File: config.mk
export PLATFORM = sky130hd
export DESIGN_NAME = pwr_mode_ctrl
export DESIGN_NICKNAME = d
export VERILOG_FILES = /design/src/rtl/pwr_mode_pkg.sv /design/src/rtl/pwr_stab_timer.sv /design/src/rtl/pwr_mode_fsm.sv /design/src/rtl/pwr_out_map.sv /design/src/rtl/pwr_mode_ctrl.sv
export SDC_FILE = /design/constraint.sdc
export NUM_CORES = 1
export LEC_CHECK = 0
export CELL_PAD_IN_SITES_DETAIL_PLACEMENT = 1
export CELL_PAD_IN_SITES_GLOBAL_PLACEMENT = 1
export CORE_UTILIZATION = 45
export DETAILED_ROUTE_END_ITERATION = 10
export PLACE_DENSITY_LB_ADDON = 0.1
export SETUP_SLACK_MARGIN = 0.02
export SLEW_MARGIN = 40
export SYNTH_ARGS = -nofsm -noshare
export SYNTH_HDL_FRONTEND = slang
export SYNTH_SLANG_ARGS = --single-unit
File: constraint.sdc
create_clock -name clk_i -period 6.1 [get_ports clk_i]
set_clock_uncertainty 0.05 [all_clocks]
set_input_delay 1.22 -clock clk_i [delete_from_list [all_inputs] [get_ports clk_i]]
set_output_delay 1.22 -clock clk_i [all_outputs]
set_load 0.02 [all_outputs]
File: src/rtl/pwr_mode_pkg.sv
package pwr_mode_pkg;
  localparam logic [1:0] MODE_STARTUP = 2'b00;
  localparam logic [1:0] MODE_FULL    = 2'b01;
  localparam logic [1:0] MODE_STANDBY = 2'b11;
  localparam logic [1:0] MODE_PWRDN   = 2'b10;

  localparam logic [1:0] CMD_CLR_ERR = 2'b00;
  localparam logic [1:0] CMD_PSAVE   = 2'b01;
  localparam logic [1:0] CMD_PDOWN   = 2'b10;
  localparam logic [1:0] CMD_RESUME  = 2'b11;

  typedef enum logic [3:0] {
    ST_STARTUP,
    ST_FULL,
    ST_SAVE_ARM,
    ST_STANDBY,
    ST_STBY_WAKE,
    ST_PD_ARM,
    ST_PWRDN,
    ST_PD_WAKE,
    ST_RELOAD
  } pwr_state_e;
endpackage

File: src/rtl/pwr_stab_timer.sv
module pwr_stab_timer #(
  parameter int unsigned STABLE_CYCLES = 1024,
  localparam int unsigned CW = $clog2(STABLE_CYCLES + 1)
) (
  input  logic clk_i,
  input  logic rst_ni,
  input  logic clk_present_i,
  input  logic clk_stable_i,
  input  logic restart_i,
  output logic clk_ok_o
);
  localparam logic [CW-1:0] LIMIT = CW'(STABLE_CYCLES);

  logic [CW-1:0] cnt_q;

  always_ff @(posedge clk_i or negedge rst_ni) begin
    if (!rst_ni)                          cnt_q <= '0;
    else if (!clk_present_i || restart_i) cnt_q <= '0;
    else if (cnt_q != LIMIT)              cnt_q <= cnt_q + 1'b1;
  end

  assign clk_ok_o = (cnt_q == LIMIT) && clk_stable_i && clk_present_i;

  // a full window is kept while the clock stays present
  p_window_hold_r2: assert property (@(posedge clk_i) disable iff (!rst_ni)
    (cnt_q == LIMIT && clk_present_i && !restart_i) |=> cnt_q == LIMIT);

  // losing the clock empties the window
  p_window_clear_r2: assert property (@(posedge clk_i) disable iff (!rst_ni)
    !clk_present_i |=> !clk_ok_o);
endmodule

File: src/rtl/pwr_mode_fsm.sv
module pwr_mode_fsm
  import pwr_mode_pkg::*;
(
  input  logic       clk_i,
  input  logic       rst_ni,
  input  logic [1:0] mode_pin_i,
  input  logic       cmd_valid_i,
  input  logic [1:0] cmd_i,
  input  logic       clk_present_i,
  input  logic       clk_ok_i,
  input  logic       reload_done_i,
  output pwr_state_e state_o,
  output logic       restart_o,
  output logic       err_o
);
  pwr_state_e state_q, state_d;
  logic pend_q, pend_d, err_q, err_d, illegal;

  logic c_psave, c_pdown, c_resume, c_clr, wake_now, wake_nxt;
  assign c_psave  = cmd_valid_i && cmd_i == CMD_PSAVE;
  assign c_pdown  = cmd_valid_i && cmd_i == CMD_PDOWN;
  assign c_resume = cmd_valid_i && cmd_i == CMD_RESUME;
  assign c_clr    = cmd_valid_i && cmd_i == CMD_CLR_ERR;

  always_comb begin
    state_d = state_q;
    illegal = 1'b0;
    unique case (state_q)
      ST_STARTUP:  if (clk_ok_i) state_d = ST_FULL;
      ST_FULL: begin
        if (c_psave)      state_d = ST_SAVE_ARM;
        else if (c_pdown) state_d = ST_PD_ARM;
        else if (mode_pin_i == MODE_STANDBY || mode_pin_i == MODE_PWRDN || !clk_present_i)
          illegal = 1'b1;
      end
      ST_SAVE_ARM: begin
        if (mode_pin_i == MODE_STANDBY || !clk_present_i) state_d = ST_STANDBY;
        else if (c_resume)                                state_d = ST_FULL;
        else if (mode_pin_i == MODE_PWRDN)                illegal = 1'b1;
      end
      ST_PD_ARM: begin
        if (mode_pin_i == MODE_PWRDN) state_d = ST_PWRDN;
        else if (c_resume)            state_d = ST_FULL;
        else if (mode_pin_i == MODE_STANDBY || !clk_present_i) illegal = 1'b1;
      end
      ST_STANDBY:
        if (clk_present_i && mode_pin_i != MODE_STANDBY) state_d = ST_STBY_WAKE;
      ST_STBY_WAKE: begin
        if (!clk_present_i || mode_pin_i == MODE_STANDBY) state_d = ST_STANDBY;
        else if (clk_ok_i && (c_resume || pend_q))        state_d = ST_FULL;
      end
      ST_PWRDN:    if (mode_pin_i == MODE_FULL) state_d = ST_PD_WAKE;
      ST_PD_WAKE: begin
        if (mode_pin_i == MODE_PWRDN)              state_d = ST_PWRDN;
        else if (clk_ok_i && (c_resume || pend_q)) state_d = ST_RELOAD;
      end
      ST_RELOAD:   if (reload_done_i) state_d = ST_FULL;
      default:     state_d = ST_STARTUP;
    endcase
  end

  assign wake_now  = state_q == ST_STBY_WAKE || state_q == ST_PD_WAKE;
  assign wake_nxt  = state_d == ST_STBY_WAKE || state_d == ST_PD_WAKE;
  assign restart_o = wake_nxt && !wake_now;

  // early resume is remembered until the window closes
  assign pend_d = (wake_now && state_d == state_q) ? (pend_q || c_resume) : 1'b0;
  assign err_d  = illegal ? 1'b1 : (c_clr ? 1'b0 : err_q);

  always_ff @(posedge clk_i or negedge rst_ni) begin
    if (!rst_ni) begin
      state_q <= ST_STARTUP;
      pend_q  <= 1'b0;
      err_q   <= 1'b0;
    end else begin
      state_q <= state_d;
      pend_q  <= pend_d;
      err_q   <= err_d;
    end
  end

  assign state_o = state_q;
  assign err_o   = err_q;

  // low-power modes are never reached straight from full operation
  p_no_direct_lp_r4: assert property (@(posedge clk_i) disable iff (!rst_ni)
    state_q == ST_FULL |=> (state_q != ST_STANDBY && state_q != ST_PWRDN));

  // no resume before the window closes
  p_wake_gated_r6: assert property (@(posedge clk_i) disable iff (!rst_ni)
    (state_q == ST_STBY_WAKE && !clk_ok_i) |=> state_q != ST_FULL);

  // reload must finish before full operation
  p_reload_wait_r8: assert property (@(posedge clk_i) disable iff (!rst_ni)
    (state_q == ST_RELOAD && !reload_done_i) |=> state_q == ST_RELOAD);

  // error flag is sticky until cleared
  p_err_sticky_r9: assert property (@(posedge clk_i) disable iff (!rst_ni)
    (err_q && !c_clr) |=> err_q);
endmodule

File: src/rtl/pwr_out_map.sv
module pwr_out_map
  import pwr_mode_pkg::*;
(
  input  pwr_state_e state_i,
  output logic [1:0] mode_o,
  output logic       busy_o,
  output logic       core_en_o,
  output logic       retain_o,
  output logic       bypass_en_o,
  output logic       reload_req_o
);
  always_comb begin
    mode_o       = MODE_STARTUP;
    busy_o       = 1'b0;
    core_en_o    = 1'b0;
    retain_o     = 1'b0;
    bypass_en_o  = 1'b0;
    reload_req_o = 1'b0;
    unique case (state_i)
      ST_STARTUP:  busy_o = 1'b1;
      ST_FULL:     begin mode_o = MODE_FULL; core_en_o = 1'b1; end
      ST_SAVE_ARM, ST_PD_ARM:
        begin mode_o = MODE_FULL; core_en_o = 1'b1; busy_o = 1'b1; end
      ST_STANDBY:  begin mode_o = MODE_STANDBY; retain_o = 1'b1; bypass_en_o = 1'b1; end
      ST_STBY_WAKE:
        begin mode_o = MODE_STANDBY; retain_o = 1'b1; bypass_en_o = 1'b1; busy_o = 1'b1; end
      ST_PWRDN:    mode_o = MODE_PWRDN;
      ST_PD_WAKE:  begin mode_o = MODE_PWRDN; busy_o = 1'b1; end
      ST_RELOAD:   begin mode_o = MODE_PWRDN; busy_o = 1'b1; reload_req_o = 1'b1; end
      default:     busy_o = 1'b1;
    endcase
  end
endmodule

File: src/rtl/pwr_mode_ctrl.sv
module pwr_mode_ctrl
  import pwr_mode_pkg::*;
#(
  parameter int unsigned STABLE_CYCLES = 1024
) (
  input  logic       clk_i,
  input  logic       rst_ni,
  input  logic [1:0] mode_pin_i,
  input  logic       cmd_valid_i,
  input  logic [1:0] cmd_i,
  input  logic       clk_present_i,
  input  logic       clk_stable_i,
  input  logic       reload_done_i,
  output logic [1:0] mode_o,
  output logic       busy_o,
  output logic       core_en_o,
  output logic       retain_o,
  output logic       bypass_en_o,
  output logic       reload_req_o,
  output logic       err_o
);
  pwr_state_e state;
  logic clk_ok, restart;

  pwr_stab_timer #(.STABLE_CYCLES(STABLE_CYCLES)) u_timer (
    .clk_i, .rst_ni, .clk_present_i, .clk_stable_i,
    .restart_i (restart),
    .clk_ok_o  (clk_ok)
  );

  pwr_mode_fsm u_fsm (
    .clk_i, .rst_ni, .mode_pin_i, .cmd_valid_i, .cmd_i, .clk_present_i,
    .clk_ok_i      (clk_ok),
    .reload_done_i,
    .state_o       (state),
    .restart_o     (restart),
    .err_o
  );

  pwr_out_map u_map (
    .state_i (state),
    .mode_o, .busy_o, .core_en_o, .retain_o, .bypass_en_o, .reload_req_o
  );

  // running, retained and reloading are exclusive
  p_enables_excl_r5: assert property (@(posedge clk_i) disable iff (!rst_ni)
    $onehot0({core_en_o, retain_o, reload_req_o}));

  // core is never enabled while reporting power-down
  p_pd_core_off_r7: assert property (@(posedge clk_i) disable iff (!rst_ni)
    mode_o == MODE_PWRDN |-> !core_en_o);
endmodule

==> metrics.yaml <==
post-route-min-period_ns: 3.752
place_inst: 216
crit_start: "clk_present_i"
ios: 18
vias: 1275
cts_buffers: 3
async_flop_share_pct: 100.0
cts_resized: 0
htree_levels: 1
tightest_slew_ns: 0.8315
crit_type: "in -> reg"
met2WireLength_mm: 1.686
syn_to_final_growth_pct: 11.67
slew_headroom_pct: 44.29
grt_pass1_wl_mm: 6.154
max_cap_violations: 0
syn-num-nets: 180
grt_pass1_vias: 1219
min-delay-start: "u_fsm.err_o$_DFFE_PN0P_"
finalSetupViolCount: 0
cts_tree: "done"
die_w_microns: 59.14
fmax_mhz: 266.5
slowest_stage: "clkdlybuf4s50_1"
first_iter_violations: 69
wire_per_inst_microns: 16.57
hold_class: "reg -> reg"
fin_nets: 189
gp_congestion: 0.8525
crit_path_max_incr_delay_ns: 0.77
cp_num_buf_inv: 1
layout-drive-gt1-share_pct: 15.91
avgSynthCellArea_sq_um: 8.744
drc_errors: 0
grt_usage_pct: 24.44
postCtsSetupBuffers: 0
dieArea_sq_um: 3497
syn_area_sq_um: 1469
fin_tns_setup_ns: 0
routed_via_density: 5.795
drv_slew: 0
netlist_top_cells_area: "dfrtp_1 (29%), nand2_1 (6.1%), a21oi_2 (6.0%), xnor2_1 (6.0%), nand2b_1 (3.4%)"
cts_hold_buf: 0
top_layer: "met3"
critical_path.max_fanout: 14
synthCells: 168
cp_cell_sequence: "clkdlybuf4s50_1, a21boi_2, a22oi_1, a221oi_1, o22ai_2, xnor2_2, a21oi_1"
p_leak_nw: 0.6230
m1WireLength_mm: 1.808
status: "complete, no violations"
num_rows: 20
final_cells: 220
yosysWarningCount: 0
first_pass_iters: 4
place_hpwl_mm: 2.740
grt.overflow.total: 0
hold_viol: 0
crit_path_end_kind: "flop"
clkSinkCount: 17
antenna_left: 0
io_buffer_count: 17
antenna_found_initial: 0
r2r_start: "u_timer.cnt_q[0]$_DFFE_PN0P_"
ir_drop_mv: 0.2349
synth_top_area_cell: "dfrtp_1"
clock_path_buffers: 2
grt_max_degree: 22
crit_required_ns: 6.21
synth-seq-area-share_pct: 28.96
met3_length_microns: 151
power_w: 0.0005812
start_util_pct: 47.72
cp_top_family: "compound AO/OA/AOI/OAI gates"
antenna_cells: 0
clk_latency_ns: 0.30
critPathArrivalTime_ns: 3.86
synth-seq-cells: 17
rsz0062_at_grt: "false"
wl_mm: 3.646
synth-edff-count: 0
cts_root_buffer: "clkbuf_4"
synth_cell_types: 52
p_per_area_nw_per_um2: 354.3
clkTransAtPathRegs_ns: 0.10
post-route-period-util_pct: 61.51
die-height_microns: 59.14
startpoint_type: "input port"
coreArea_sq_um: 3078
synth-main-ff-cell: "dfrtp_1"
synth_top_area_share_pct: 28.96
fin_hold_ws_ns: 0.4783
[routing by layer]
metal / vias to the layer above / track usage [%]
li1: 620 / -
met5: - / 0
met4: 0 / 5.102
met2: 24 / 37.18
met1: 631 / 35.67
met3: 0 / 5.240
[through the flow]
step	util (%)	setup slack [ns]	area (sq um)
2_1_floorplan	-	2.986	1469
5_1_grt	53.29	2.169	1640
3_3_place_gp	52.60	2.151	1619
4_1_cts	53.46	2.326	1645
3_5_place_dp	52.60	2.042	1619
6_report	53.29	2.348	1640
[Yosys cell counts (all sizes together), types with 2 or more instances]
| library cell | n |
|---|---|
| nand2 | 24 |
| a21oi | 18 |
| dfrtp | 17 |
| xnor2 | 11 |
| buf | 10 |
| nand2b | 8 |
| o21ai | 7 |
| nand3 | 5 |
| nor2 | 5 |
| nor2b | 5 |
| inv | 4 |
| nand4 | 4 |
| a31oi | 3 |
| and3 | 3 |
| clkbuf | 3 |
| mux2i | 3 |
| nand3b | 3 |
| o22ai | 3 |
| a211o | 2 |
| a211oi | 2 |
| ha | 2 |
| nand4b | 2 |
| nor3b | 2 |
| nor4b | 2 |
| o41ai | 2 |
[path summary, 6_finish.rpt]
kind,endpoint,slack [ns],cells past startpoint
setup / recovery,u_timer.cnt_q[6]$_DFFE_PN0P_,2.35,7
hold / removal,u_fsm.err_o$_DFFE_PN0P_,0.48,2
setup reg to reg,u_timer.cnt_q[6]$_DFFE_PN0P_,3.40,8
hold reg to reg,u_fsm.err_o$_DFFE_PN0P_,0.48,2
max in group asynchronous,u_timer.cnt_q[2]$_DFFE_PN0P_,4.94,1
min in group asynchronous,u_timer.cnt_q[8]$_DFFE_PN0P_,0.77,1
[layout by cell type, fill, tap and decap left out, types with 4 or more instances in the layout]
cell type and n:
a21oi_1 8, nand2_1 24, dfrtp_1 17, nor2_1 5, a21oi_2 10, clkdlybuf4s50_1 16
nand2b_1 8, o21ai_0 7, nor2b_1 5, nand3_1 5, xnor2_1 10, inv_1 4
[cells by family (layout without fill, tap and decap cells)]
logic type	count (synthesis)	after routing	synth area share, %
simple gates	72	72	29.39
compound gates	45	45	24.11
flops	17	17	28.96
buf+inv	17	25	6.132
xor+xnor	12	12	7.666
mux	3	3	2.044
fa+ha+maj	2	2	1.703
[cell type report]
cell class | count | area (sq um)
clock buffer | 4 | 26.28
fill | 374 | 1438
inverter | 4 | 15.01
multi-input combinational | 134 | 953.4
sequential | 17 | 425.4
tap | 44 | 55.05
timing repair buffer | 17 | 165.2
[state kept, by name, indices dropped and copies added (netlist names)]
register       flops
u_fsm.err_o        1
u_fsm.pend_q       1
u_fsm.state_o      4
u_timer.cnt_q     11
[tightest hold or removal path, cell delays in order (launching register included)]
cell and delay (ns):
dfrtp_1 0.35, o21ai_0 0.08, o41ai_1 0.06
[where the power goes]
part / leakage, nW / switching [W] / internal [W] / total (W)
registers: 0.231 / 0.0000472 / 0.000128 / 0.000175
clock network: 0.0150 / 0.0000344 / 0.0000255 / 0.0000598
logic: 0.377 / 0.000200 / 0.000146 / 0.000346
Note: power is estimated with default switching activity, not from simulation.
